==> src/rtl/dram_strobe_seq.sv <==
module dram_strobe_seq #(
  parameter int FW = 2
) (
  input  logic          clk,
  input  logic          rst_n,
  input  logic          acc_req,
  input  logic          acc_wr,
  input  logic          ref_req,
  input  logic [FW-1:0] cfg_ras_len,
  input  logic [FW-1:0] cfg_cas_len,
  input  logic [FW-1:0] cfg_pre_len,
  input  logic [FW-1:0] cfg_ref_pw,
  input  logic          cfg_ref_dly,
  output logic          ras_n,
  output logic          cas_n,
  output logic          row_sel,
  output logic          we_n,
  output logic          busy,
  output logic          done
);
  localparam int CW = FW + 1;

  typedef enum logic [2:0] {
    S_IDLE, S_ROW, S_COL, S_APRE, S_RWAIT, S_RCAS, S_RRAS, S_RPRE
  } st_t;

  st_t st, nst;
  logic [CW-1:0] cnt, ncnt;
  logic [FW-1:0] k_cas, k_pre, k_rpw;
  logic k_wr, pend_acc, pend_ref, pend_wr;

  wire ref_go  = ref_req | pend_ref;
  wire acc_go  = acc_req | pend_acc;
  wire idle    = (st == S_IDLE);
  wire ref_gnt = idle & ref_go;
  wire acc_gnt = idle & ~ref_go & acc_go;
  wire last    = (cnt == '0);

  assign busy = ~idle;

  always_comb begin
    nst  = st;
    ncnt = last ? cnt : cnt - 1'b1;
    case (st)
      S_IDLE: begin
        ncnt = '0;
        if (ref_go) begin
          nst  = S_RWAIT;
          ncnt = {{(CW-1){1'b0}}, cfg_ref_dly};
        end else if (acc_go) begin
          nst  = S_ROW;
          ncnt = {1'b0, cfg_ras_len};
        end
      end
      S_ROW:   if (last) begin nst = S_COL;  ncnt = {1'b0, k_cas}; end
      S_COL:   if (last) begin nst = S_APRE; ncnt = {1'b0, k_pre}; end
      S_APRE:  if (last) nst = S_IDLE;
      S_RWAIT: if (last) begin nst = S_RCAS; ncnt = '0; end
      S_RCAS:  begin nst = S_RRAS; ncnt = {1'b0, k_rpw} + 1'b1; end
      S_RRAS:  if (last) begin nst = S_RPRE; ncnt = {1'b0, k_pre}; end
      S_RPRE:  if (last) nst = S_IDLE;
      default: nst = S_IDLE;
    endcase
  end

  always_ff @(posedge clk or negedge rst_n) begin
    if (!rst_n) begin
      st       <= S_IDLE;
      cnt      <= '0;
      k_cas    <= '0;
      k_pre    <= '0;
      k_rpw    <= '0;
      k_wr     <= 1'b0;
      pend_acc <= 1'b0;
      pend_ref <= 1'b0;
      pend_wr  <= 1'b0;
    end else begin
      st       <= nst;
      cnt      <= ncnt;
      pend_ref <= (pend_ref | ref_req) & ~ref_gnt;
      pend_acc <= (pend_acc | acc_req) & ~acc_gnt;
      if (acc_req) pend_wr <= acc_wr;
      if (ref_gnt | acc_gnt) begin
        k_cas <= cfg_cas_len;
        k_pre <= cfg_pre_len;
        k_rpw <= cfg_ref_pw;
      end
      if (acc_gnt) k_wr <= acc_req ? acc_wr : pend_wr;
    end
  end

  always_ff @(posedge clk or negedge rst_n) begin
    if (!rst_n) begin
      ras_n   <= 1'b1;
      cas_n   <= 1'b1;
      row_sel <= 1'b1;
      we_n    <= 1'b1;
      done    <= 1'b0;
    end else begin
      ras_n   <= ~(nst == S_ROW || nst == S_COL || nst == S_RRAS);
      cas_n   <= ~(nst == S_COL || nst == S_RCAS || nst == S_RRAS);
      row_sel <= (nst != S_COL);
      we_n    <= ~((nst == S_COL) && (st == S_COL || st == S_ROW) && k_wr);
      done    <= (st == S_APRE || st == S_RPRE) && last;
    end
  end
endmodule


==> config.mk <==
export PLATFORM = sky130hd
export DESIGN_NAME = dram_strobe_seq
export DESIGN_NICKNAME = d
export VERILOG_FILES = /design/src/rtl/dram_strobe_seq.sv
export SDC_FILE = /design/constraint.sdc
export NUM_CORES = 1
export LEC_CHECK = 0
export ABC_AREA = 1
export BUFFER_PORTS_ARGS = -buffer_cell sky130_fd_sc_hd__buf_2
export CAP_MARGIN = 20
export CORE_ASPECT_RATIO = 0.7
export CORE_MARGIN = 2
export CORE_UTILIZATION = 55
export DETAILED_ROUTE_END_ITERATION = 8
export PLACE_DENSITY = 0.79
export SLEW_MARGIN = 20
export SYNTH_ARGS = -nofsm -noshare
export SYNTH_HDL_FRONTEND = slang
export SYNTH_SLANG_ARGS = --single-unit
export TNS_END_PERCENT = 100
==> constraint.sdc <==
create_clock -name clk -period 2.79 [get_ports clk]
set_input_delay 0.1395 -clock clk [delete_from_list [all_inputs] [get_ports clk]]
set_output_delay 0.1395 -clock clk [all_outputs]
set_load 0.02 [all_outputs]
== Yosys cells after proc, flatten, opt, wreduce, memory -nomap -nowiden ==
Index checks and enable logic that the tools add are counted.

* Bitwise operators: 15
* Reduce and logical (&&, ||, !) cells: 13
* Multiplexer cells: 16
* Eq/ne operators: 12
* Add/subtract/negate cells: 2

{| class="wikitable"
|+ Operators by type and width
! cell !! count
|-
| $mux 3 || 11
|-
| $pmux 3 s7 || 1
|-
| $eq 3x3->1 const B || 6
|-
| $pmux 3 s5 || 1
|-
| $eq 3x2->1 const B || 3
|-
| $not 1->1 || 7
|-
| $eq 3x1->1 const B || 2
|-
| $logic_not 3->1 || 2
|-
| $logic_or 1x1->1 || 6
|-
| $and 1x1->1 || 5
|-
| $mux 2 || 2
|-
| $reduce_or 2->1 || 2
|-
| $add 2x1->3 const B || 1
|-
| $logic_and 1x1->1 || 3
|-
| $ne 3x2->1 const B || 1
|-
| $or 1x1->1 || 3
|-
| $sub 3x1->3 const B || 1
|-
| $mux 1 || 1
|}

* Input bits: 14
* Logic and storage cells: 72
* Bits in registers: 21
* Output and inout port bits: 6

== Logic depth before layout (Yosys ltp) ==
Gate-level depths: netlist of the first run.

* Depth in word-level cells: 8
* Mapped depth: 11

== Worst setup path before layout of the first run ==
OpenSTA, ideal clock, no wires.

* Kind: reg-to-reg
* Start point: register cnt[0]
* End point: register cnt[0]
* Clock period less this slack: 1.485 ns
* Arrival: 1.359 ns
* Library setup time: 0.125 ns
* Stages on the path, launching flop included: 12
* Path buffers: 0
* Setup slack: 1.305 ns
* Cell sequence: dfrtp_1 -> inv_1 -> ha_1 -> nand2_2 -> ha_1 -> inv_1 -> nand2_1 -> o21ai_0 -> nand2_1 -> nand2_1 -> nor2_1 -> nand3_1

* Cells in the longest elaborated chain, start to end: 4
* Elaborated cells between the ends (all ways): 7

{| class="wikitable"
|+ Ends and longest elaborated chain
! item !! RTL line !! RTL
|-
| start, declared || 28 || <nowiki>logic [CW-1:0] cnt, ncnt;</nowiki>
|-
| start signal, assigned || 79 || <nowiki>cnt <= ncnt;</nowiki>
|-
| $sub 3x1->3 / $logic_not 3->1 (equally long branches) || 43, 37 ||
|-
| $mux 3 || 43 || <nowiki>ncnt = last ? cnt : cnt - 1'b1;</nowiki>
|-
| $mux 3, on equally long branches || -- ||
|-
| $pmux 3 s5 (*) || 44 || <nowiki>case (st)</nowiki>
|-
| net ncnt[0] || 28 ||
|}

Mark *: on every way through the listed nets, which the timed path passes. The rest lies on a longest branch.
A chain may end at the register's enable or synchronous reset.

== Final worst setup path of the first run ==
Same ends and word-level chain as after synthesis.

==> results of run 1 <==
-- final timing paths --
check	start	endpoint	slack (ps)
worst max-delay path	cnt[0]$_DFF_PN0_	cnt[0]$_DFF_PN0_	1100
worst min-delay path	cfg_cas_len[1]	k_cas[1]$_DFFE_PN0P_	40
worst max register to register	cnt[0]$_DFF_PN0_	cnt[0]$_DFF_PN0_	1100
worst min register to register	k_wr$_DFFE_PN0P_	we_n$_DFF_PN1_	430
max in group asynchronous	rst_n	ras_n$_DFF_PN1_	2140
min in group asynchronous	rst_n	k_pre[1]$_DFFE_PN0P_	310
-- cells in the mapped netlist (all sizes together) --
master and instances:
a21oi 5, buf 2, dfrtp 17, dfstp 4, ha 4, inv 26, mux2 1, nand2 45
nand3 10, nor2 13, nor3 2, o211ai 1, o21ai 11
-- registers in the layout (all words and copies together) (netlist names), 2 cells and up --
register,count
k_pre,2
k_rpw,2
k_cas,2
cnt,3
st,3
-- critical path: cells and delay by family (launching register included) --
kind | cells | cell delay [ps]
flops | 1 | 380
fa+ha+maj | 2 | 490
buf+inv | 2 | 160
simple gates | 7 | 540
-- through the flow --
stage	setup WS [ps]	total power, mW	hold WS (ps)	cell area (µm²)	util, %
5_1_grt	915	1.52	32.3	1260	67.0
2_1_floorplan	1310	1.08	-156	1120	-
6_report	1100	1.38	43.4	1260	67.0
4_1_cts	1110	1.38	40.2	1260	67.0
3_5_place_dp	1130	1.23	116	1230	65.1
3_3_place_gp	1250	1.19	115	1230	65.1
-- what timing repair did --
action / in CTS / in global routing
hold buffers: 1 / 0
resized for setup: 0 / 0
hold endpoints to repair: 17 / 0
-- cells by family after synthesis --
kind of cell / count (synthesis) / share of synthesized area (%)
AND/OR/NAND/NOR: 70 / 28.9
buffers and inverters: 28 / 10.3
flip-flops: 21 / 47.2
AO/OA/AOI/OAI: 17 / 8.12
adder cells (fa/ha/maj): 4 / 4.45
multiplexers: 1 / 1.00
-- per-layer routing --
metal / vias to the layer above / track usage [%] / part of all wire [%]
met2: 15 / 32.3 / 45
met4: 0 / 5.58 / 0.59
met3: 2 / 6.54 / 3.9
met1: 429 / 29.3 / 50
met5: - / 0 / 0
li1: 478 / - / -
-- placed cells by master, fill, tap and decap left out, drive strengths merged --
cell,Yosys,layout
mux2,1,1
o211ai,1,1
nor2,13,13
o21ai,11,11
inv,26,26
dfstp,4,4
nand2,45,45
dlygate4sd3,0,1
clkbuf,0,4
buf,2,19
a21oi,5,5
nor3,2,2
dfrtp,17,17
ha,4,4
nand3,10,10
-- where the power goes --
part           internal (mW)  switching, mW  total, mW
clock                 0.0557         0.0870      0.143
sequential             0.445         0.0842      0.529
combinational          0.236          0.468      0.705
total                  0.737          0.640       1.38
-- layout make-up --
cell class,count,area (µm²),share of cell area (%)
repair buffers,20,105,8.31
inverters,26,97.6,7.72
well taps,22,27.5,2.18
multi-input cells,92,478,37.8
flip-flops and latches,21,531,41.9
clock buffers,4,26.3,2.08
==> run_results.csv, run 1 <==
group,metric,value,unit
status,status,"complete, no violations",
grt,grt_antenna_before_repair,0,
route,wl,2210,µm
grt,grt_max_degree,22,
route,vias_per_cell,4.99,
grt,grt_pass1_vias,901,
synthesis,synth_largest_area_cell,"dfrtp_1",
sta,setup_tns,0,ps
setup_path,path_common_cell,"nand2_1",
sta,maxSlewHeadroom,69.5,%
clock_tree,clk_latency,300,ps
route,drtIter0Drc,24,
setup_path,critical-path-slowest-cell,"dfrtp_1",
route,ant_nets,0,
clock_tree,post_cts_buffers,0,
placed_design,io_buffers,19,
clock_tree,cts_inserted_buffers,3,
placed_design,hpwl,1730,µm
setup_path,slowest_delay,380,ps
power_and_ir_drop,cellPowerDensity,1090,nW/µm²
layout,n_antenna_cell,0,
min_path,hold_path_depth,3,
layout,num-fill-cells,157,
setup_path,path_cells,"inv_1, ha_1, nand2_2, ha_1, inv_1, nand2_1, nand2_1, nand2_1, nand2_1, nor2_1, nand3_1",
sta,final_max_slew_viol_count,0,
setup_path,cp-start-kind,"flip-flop",
synthesis,synth.distinct_cells,21,
sta,finalCritPeriodShare,60.6,%
clock_tree,clk_pin_slew_worst_paths,110,ps
sta,period_needed,1690,ps
grt,grt_overflow,0,
setup_path,worstSetupEndpointType,"flip-flop",
placed_design,place_congestion,0.902,
grt,grt_use_total,21.2,%
die,die_h,41.8,µm
layout,syn_to_final_growth,12.5,%
synthesis,syn_inst,141,
die,die_w,58.1,µm
route,remaining_drc_errors,0,
sta,max_slew.worst_pin.slew,458,ps
route,dr.pass1.iters,4,
synthesis,synth_top_cell_area_share,37.8,%
synthesis,synth_area_leaders,"dfrtp_1, nand2_1, dfstp_2",
route,vias,924,
clock_tree,cts_tree,"done",
job,cap_violations,0,
sta,hold_viol,0,
layout,stdcell_count,185,
placed_design,dpl.cell_count,180,
sta,setup_viol,0,
synthesis,synth_area,1120,µm²
layout,nets,182,
min_path,hold_class,"input pin to flip-flop",
setup_path,path_max_fanout,7,
clock_tree,clock-sinks,21,
die,core_area,1890,µm²
setup_path,r2r_cells,11,
clock_tree,cts-root-buf,"clkbuf_4",
sta,fmax,591,MHz
power_and_ir_drop,p_leak,0.672,nW
synthesis,syn_nets,159,
sta,finClkSkew,2.21,ps
sta,rsz0062_at_grt,"false",
clock_tree,htree_levels,1,
synthesis,synth_seq_cells,21,
route,avgRoutedWirePerCell,11.9,µm
clock_tree,clock_path_buffers,2,
die,initial_core_util,59.6,%
setup_path,cp.arrival,1880,ps
die,io_pins,20,
synthesis,yosysWarningCount,0,
layout,drive_gt1_share,23.9,%
grt,grt_pass1_wl,3850,µm
setup_path,worst-setup-path-type,"flip-flop to flip-flop",
power_and_ir_drop,peakVddDrop,0.606,mV
synthesis,syn_avg_cell_area,7.98,µm²
die,die_area,2430,µm²
die,rows,13,
synthesis,seq_area_frac_synth,47.2,%
setup_path,required,2980,ps
No activity file was read; power rests on OpenSTA's default activity.
==> run 2, diff against run 1 <==
--- a/config.mk
+++ b/config.mk
@@ -5,14 +5,14 @@
 export SDC_FILE = /design/constraint.sdc
 export NUM_CORES = 1
 export LEC_CHECK = 0
-export ABC_AREA = 1
+export ABC_AREA = 0
 export BUFFER_PORTS_ARGS = -buffer_cell sky130_fd_sc_hd__buf_2
 export CAP_MARGIN = 20
 export CORE_ASPECT_RATIO = 0.7
 export CORE_MARGIN = 2
-export CORE_UTILIZATION = 55
+export CORE_UTILIZATION = 54
 export DETAILED_ROUTE_END_ITERATION = 8
-export PLACE_DENSITY = 0.79
+export PLACE_DENSITY = 0.77
 export SLEW_MARGIN = 20
 export SYNTH_ARGS = -nofsm -noshare
 export SYNTH_HDL_FRONTEND = slang
==> constraint.sdc (replaced) <==
create_clock -name clk -period 1.7 [get_ports clk]
set_input_delay 0.085 -clock clk [delete_from_list [all_inputs] [get_ports clk]]
set_output_delay 0.085 -clock clk [all_outputs]
set_load 0.02 [all_outputs]
==> run 2 against run 1 <==
Against the previous run:
- the flow now finishes with violations (design-rule violations)
- die area is 2.3% higher
- fmax increased by 4.5%
- first-iteration DRC count is 29% higher
- critical endpoint unchanged
- largest power group unchanged
==> run_results.csv, run 2 <==
group,metric,value,unit
status,status,"finished, violations left",
status,failed_checks,"design-rule violations",
placed_design,hpwl,1700,µm
sta,period_needed,1620,ps
setup_path,required,1920,ps
route,vias_per_cell,5.48,
grt,grt_use_total,22.3,%
sta,hold_viol,0,
min_path,hold_class,"input pin to flip-flop",
synthesis,synth_largest_area_cell,"dfrtp_1",
sta,post-route-worst-setup-slack,80.2,ps
synthesis,synthTopCellsByCount,"dfrtp_1, nor2_1, nand2_1, a21oi_1, mux2_2",
sta,fmax,617,MHz
clock_tree,cts-root-buf,"clkbuf_4",
synthesis,syn_avg_cell_area,10.2,µm²
power_and_ir_drop,cellPowerDensity,1790,nW/µm²
route,avgRoutedWirePerCell,13.8,µm
sta,rsz0062_at_grt,"false",
sta,worst_hold_slack,23.9,ps
synthesis,syn_nets,129,
sta,finClkSkew,5.86,ps
die,die_w,58.7,µm
layout,n_antenna_cell,0,
layout,stdcell_count,166,
layout,final_util,73.7,%
synthesis,synth_top_cell_area_share,37.6,%
synthesis,yosysWarningCount,0,
synthesis,seq_area_frac_synth,46.9,%
sta,finalCritPeriodShare,95.3,%
clock_tree,cts_inserted_buffers,3,
die,die_area,2480,µm²
route,ant_nets,0,
layout,layout_commonest_cell,"buf_2",
grt,grt_pass1_vias,846,
grt,grt_max_degree,22,
route,remaining_drc_errors,1,
synthesis,syn_inst,111,
placed_design,place_ws,22.6,ps
die,io_pins,20,
synthesis,synth_seq_cells,21,
setup_path,path_max_fanout,3,
route,dr.pass1.iters,6,
layout,nets,163,
sta,setup_tns,0,ps
sta,maxSlewHeadroom,69.5,%
die,core_area,1920,µm²
layout,num-fill-cells,142,
route,drtIter0Drc,31,
grt,grt_overflow,0,
route,vias,910,
layout,syn_to_final_growth,24.9,%
die,initial_core_util,59.0,%
synthesis,yosysMostFrequentCell,"dfrtp_1",
clock_tree,htree_levels,1,
route,wl,2290,µm
layout,drive_gt1_share,35.4,%
power_and_ir_drop,p_leak,0.619,nW
setup_path,cp.arrival,1840,ps
placed_design,io_buffers,19,
clock_tree,clock-sinks,21,
die,rows,13,
setup_path,worstSetupEndpointType,"flip-flop",
clock_tree,clk_latency,310,ps
power_and_ir_drop,peakVddDrop,1.02,mV
layout,top_regs,"cnt: 3 flops, st: 3 flops",
placed_design,place_congestion,0.839,
sta,setup_viol,0,
clock_tree,clock_path_buffers,2,
die,die_h,42.3,µm
layout,mostFrequentLayoutCells,"buf_2, dfrtp_1, nor2_1",
sta,final_max_slew_viol_count,0,
synthesis,synth_area,1130,µm²
placed_design,dpl.cell_count,152,
clock_tree,cts_tree,"done",
grt,grt_pass1_wl,4030,µm
synthesis,async_flop_share,100,%
synthesis,synth_edf_count,0,
grt,grt_antenna_before_repair,0,
layout,regArea,531,µm²
setup_path,worst-setup-path-type,"flip-flop to flip-flop",
synthesis,synth-main-ff-cell,"dfrtp_1",
clock_tree,clk_pin_slew_worst_paths,120,ps
setup_path,cp-start-kind,"flip-flop",
layout,multi_input_area,568,µm²
job,cap_violations,0,
synthesis,synth_area_leaders,"dfrtp_1, dfstp_2, mux2_2",
sta,max_slew.worst_pin.slew,457,ps
synthesis,synth.distinct_cells,37,
[run 2: worst max-delay path, cell delays in order (launching register included)]
cell	delay, ps
dfrtp_1	400
inv_2	80
ha_4	140
nor2b_4	140
inv_2	60
ha_4	210
o211ai_1	170
a311oi_1	120
a311oi_1	210
[run 2: area by class of cell]
cell class              count  share of cell area [%]
clock buffers               4                    1.86
inverters                   9                    2.39
multi-input cells          76                    40.2
flip-flops and latches     21                    37.5
well taps                  22                    1.95
repair buffers             34                    16.1
[run 2: what timing repair did]
item | CTS | global route
endpoints found under the hold margin | 23 | 1
endpoints found under the setup margin | 1 | 1
gates resized for setup | 1 | 0
hold buffers | 7 | 1
setup buffers | 0 | 2
pin swaps | 0 | 1
[run 2: worst paths after layout]
path / start / end / slack (ps) / depth (start not counted)
worst max-delay path: cnt[1]$_DFF_PN0_ / cnt[0]$_DFF_PN0_ / 80 / 8
worst min-delay path: acc_wr / pend_wr$_DFF_PN0_ / 20 / 2
worst max register to register: cnt[1]$_DFF_PN0_ / cnt[0]$_DFF_PN0_ / 80 / 8
worst min register to register: k_wr$_DFFE_PN0P_ / we_n$_DFF_PN1_ / 450 / 1
max in group asynchronous: rst_n / cas_n$_DFF_PN1_ / 1100 / 2
min in group asynchronous: rst_n / pend_acc$_DFF_PN0_ / 240 / 2
[run 2: logic make-up (layout without fill, tap and decap cells)]
| family | count (synthesis) | count (layout) | synth area share, % |
|---|---|---|---|
| AND/OR/NAND/NOR | 36 | 36 | 16.9 |
| buffers and inverters | 14 | 47 | 5.64 |
| adder cells (fa/ha/maj) | 4 | 4 | 4.42 |
| AO/OA/AOI/OAI | 27 | 27 | 17.3 |
| multiplexers | 9 | 9 | 8.84 |
| flip-flops | 21 | 21 | 46.9 |
[run 2: metal layers]
layer  up-vias  global-route usage [%]  wire length (µm)
met5         -                       0                 0
met4         0                    8.18                40
li1        460                       -                 -
met3         5                    6.79               149
met2        28                    32.9              1060
met1       417                    30.9              1030
[run 2: report_power, final]
| group | switching, mW | internal (mW) | leakage (nW) |
|---|---|---|---|
| clock network | 0.151 | 0.0917 | 0.0150 |
| logic | 0.751 | 0.661 | 0.363 |
| registers | 0.130 | 0.741 | 0.241 |
| total | 1.03 | 1.49 | 0.619 |
[run 2: stage by stage]
step	total power [mW]	area (µm²)
2_1_floorplan	1.90	1160
3_3_place_gp	2.17	1290
3_5_place_dp	2.23	1290
4_1_cts	2.49	1390
5_1_grt	2.75	1410
6_report	2.53	1410
==> run 3, diff against run 2 <==
--- a/config.mk
+++ b/config.mk
@@ -8,7 +8,6 @@
 export ABC_AREA = 0
 export BUFFER_PORTS_ARGS = -buffer_cell sky130_fd_sc_hd__buf_2
 export CAP_MARGIN = 20
-export CORE_ASPECT_RATIO = 0.7
 export CORE_MARGIN = 2
 export CORE_UTILIZATION = 54
 export DETAILED_ROUTE_END_ITERATION = 8
==> run 3 against run 2 <==
Against the previous run:
- the flow finishes with violations (negative setup slack)
- total power decreased by 0.46%
- register-to-register slack got worse by 80 ps
- largest cell class unchanged
- clock power decreased by 2%
- critical path depth is the same
==> run_results.csv, run 3 (synthesis results as in run 2) <==
group,metric,value,unit
power_and_ir_drop,switching_share,41.4,%
layout,top_regs,"cnt: 3 flops, st: 3 flops",
sta,hold_viol,0,
route,ant_nets,0,
placed_design,place_ws,-43.9,ps
placed_design,io_buffers,19,
power_and_ir_drop,finalPower,2.51,mW
clock_tree,cts_inserted_buffers,3,
setup_path,cp-start-kind,"flip-flop",
clock_tree,cts_tree,"done",
sta,setup_viol,1,
setup_path,reg2reg_slack,-2,ps
clock_tree,cts-root-buf,"clkbuf_4",
power_and_ir_drop,cellPowerDensity,1840,nW/µm²
clock_tree,clk_pin_slew_worst_paths,120,ps
layout,nets,157,
die,die_area,2480,µm²
route,avgRoutedWirePerCell,14.2,µm
clock_tree,clock-sinks,21,
grt,grt_overflow,0,
sta,fmax,587,MHz
setup_path,worstSetupEndpointType,"flip-flop",
layout,drive_gt1_share,37.0,%
route,dr.pass1.iters,6,
job,cap_violations,0,
layout,n_antenna_cell,0,
setup_path,path_max_fanout,3,
setup_path,cp.arrival,1910,ps
sta,worst_hold_slack,4.85,ps
die,die_w,49.8,µm
status,status,"finished, violations left",
grt,grt_use_total,21.8,%
route,drtIter0Drc,35,
min_path,hold_class,"input pin to flip-flop",
power_and_ir_drop,clkPwrFrac,9.5,%
placed_design,hpwl,1700,µm
grt,grt_max_degree,22,
layout,mostFrequentLayoutCells,"buf_2, dfrtp_1, nor2_1",
clock_tree,clock_path_buffers,2,
layout,layout_commonest_cell,"buf_2",
layout,syn_to_final_growth,20.4,%
power_and_ir_drop,peakVddDrop,1.05,mV
power_and_ir_drop,share_seq_of_total_power,34.5,%
clock_tree,htree_levels,1,
setup_path,required,1910,ps
route,vias,945,
layout,num-fill-cells,170,
die,rows,16,
power_and_ir_drop,internal_power,1.47,mW
placed_design,place_congestion,0.859,
sta,max_slew.worst_pin.slew,468,ps
route,wl,2340,µm
sta,post-route-worst-setup-slack,-2.31,ps
route,remaining_drc_errors,0,
grt,grt_antenna_before_repair,0,
power_and_ir_drop,p_leak,0.596,nW
die,initial_core_util,57.7,%
sta,final_max_slew_viol_count,0,
power_and_ir_drop,p_switching,1.04,mW
sta,setup_tns,-2.31,ps
sta,finClkSkew,2.98,ps
layout,multi_input_area,568,µm²
setup_path,worst-setup-path-type,"flip-flop to flip-flop",
power_and_ir_drop,pwr-share-comb,55.9,%
grt,grt_pass1_wl,4180,µm
sta,finalCritPeriodShare,100,%
sta,rsz0062_at_grt,"true",
die,die_h,49.8,µm
sta,maxSlewHeadroom,68.8,%
grt,grt_pass1_vias,953,
die,io_pins,20,
die,core_area,1960,µm²
status,failed_checks,"negative setup slack",
layout,regArea,531,µm²
clock_tree,clk_latency,300,ps
route,vias_per_cell,5.73,
sta,period_needed,1700,ps
==> run 3: cell count changes in the layout (fill, tap and decap cells not counted), sizes merged <==
| cell | before | now |
|---|---|---|
| dlygate4sd3 | 8 | 3 |
| clkinv | 0 | 1 |
| buf | 26 | 25 |
| clkbuf | 4 | 3 |
==> run 3: worst paths after layout <==
kind | start | to | cells after the start
min in group asynchronous | rst_n | st[2]$_DFF_PN0_ | 2
setup / recovery | cnt[1]$_DFF_PN0_ | cnt[0]$_DFF_PN0_ | 8
max in group asynchronous | rst_n | cas_n$_DFF_PN1_ | 2
setup reg to reg | cnt[1]$_DFF_PN0_ | cnt[0]$_DFF_PN0_ | 8
hold reg to reg | k_wr$_DFFE_PN0P_ | we_n$_DFF_PN1_ | 1
hold / removal | cfg_cas_len[1] | k_cas[1]$_DFFE_PN0P_ | 2
==> run 3: through the flow <==
stage / std cells / utilization [%] / instance area (µm²)
2_1_floorplan: 111 / - / 1160
3_3_place_gp: 157 / 66.2 / 1300
3_5_place_dp: 157 / 66.2 / 1300
4_1_cts: 164 / 69.0 / 1350
5_1_grt: 165 / 69.5 / 1360
6_report: 165 / 69.5 / 1360
==> run 3: final cells by class <==
| type | count | area share, % |
|---|---|---|
| Clock buffer | 3 | 1.65 |
| Tap cell | 27 | 2.48 |
| Inverter | 9 | 2.48 |
| Sequential cell | 21 | 38.9 |
| Clock inverter | 1 | 0.367 |
| Multi-Input combinational cell | 76 | 41.7 |
| Timing Repair Buffer | 28 | 12.5 |
==> run 3: power by group through the flow <==
stage	clock [mW]	combinational, mW	sequential (mW)
floorplan	0	0.978	0.920
CTS	0.248	1.39	0.872
global placement	0	1.29	0.869
finish	0.239	1.41	0.868
detailed placement	0	1.35	0.882
global route	0.269	1.55	0.901
==> run 3: timing repair <==
action	4_1_cts	5_1_grt
endpoints found under the hold margin	18	1
resized for setup	1	0
buffers inserted	1	0
pin swaps	1	0
setup endpoints to repair	1	1
hold buffers	2	1
==> run 3: per-layer routing <==
metal | part of all wire [%] | wire length, µm | up-vias | track usage, %
li1 | - | - | 448 | -
met1 | 42 | 980 | 460 | 28.2
met2 | 52 | 1210 | 33 | 38.4
met3 | 5.2 | 122 | 4 | 2.73
met4 | 1.0 | 24 | 0 | 5.56
met5 | 0 | 0 | - | 0
==> run 3: critical path: stages, from the launching register on <==
cell and delay, ps:
dfrtp_1 410, inv_2 90, ha_4 140, nor2b_4 150
inv_2 60, ha_4 210, o211ai_1 180, a311oi_1 120
a311oi_1 240
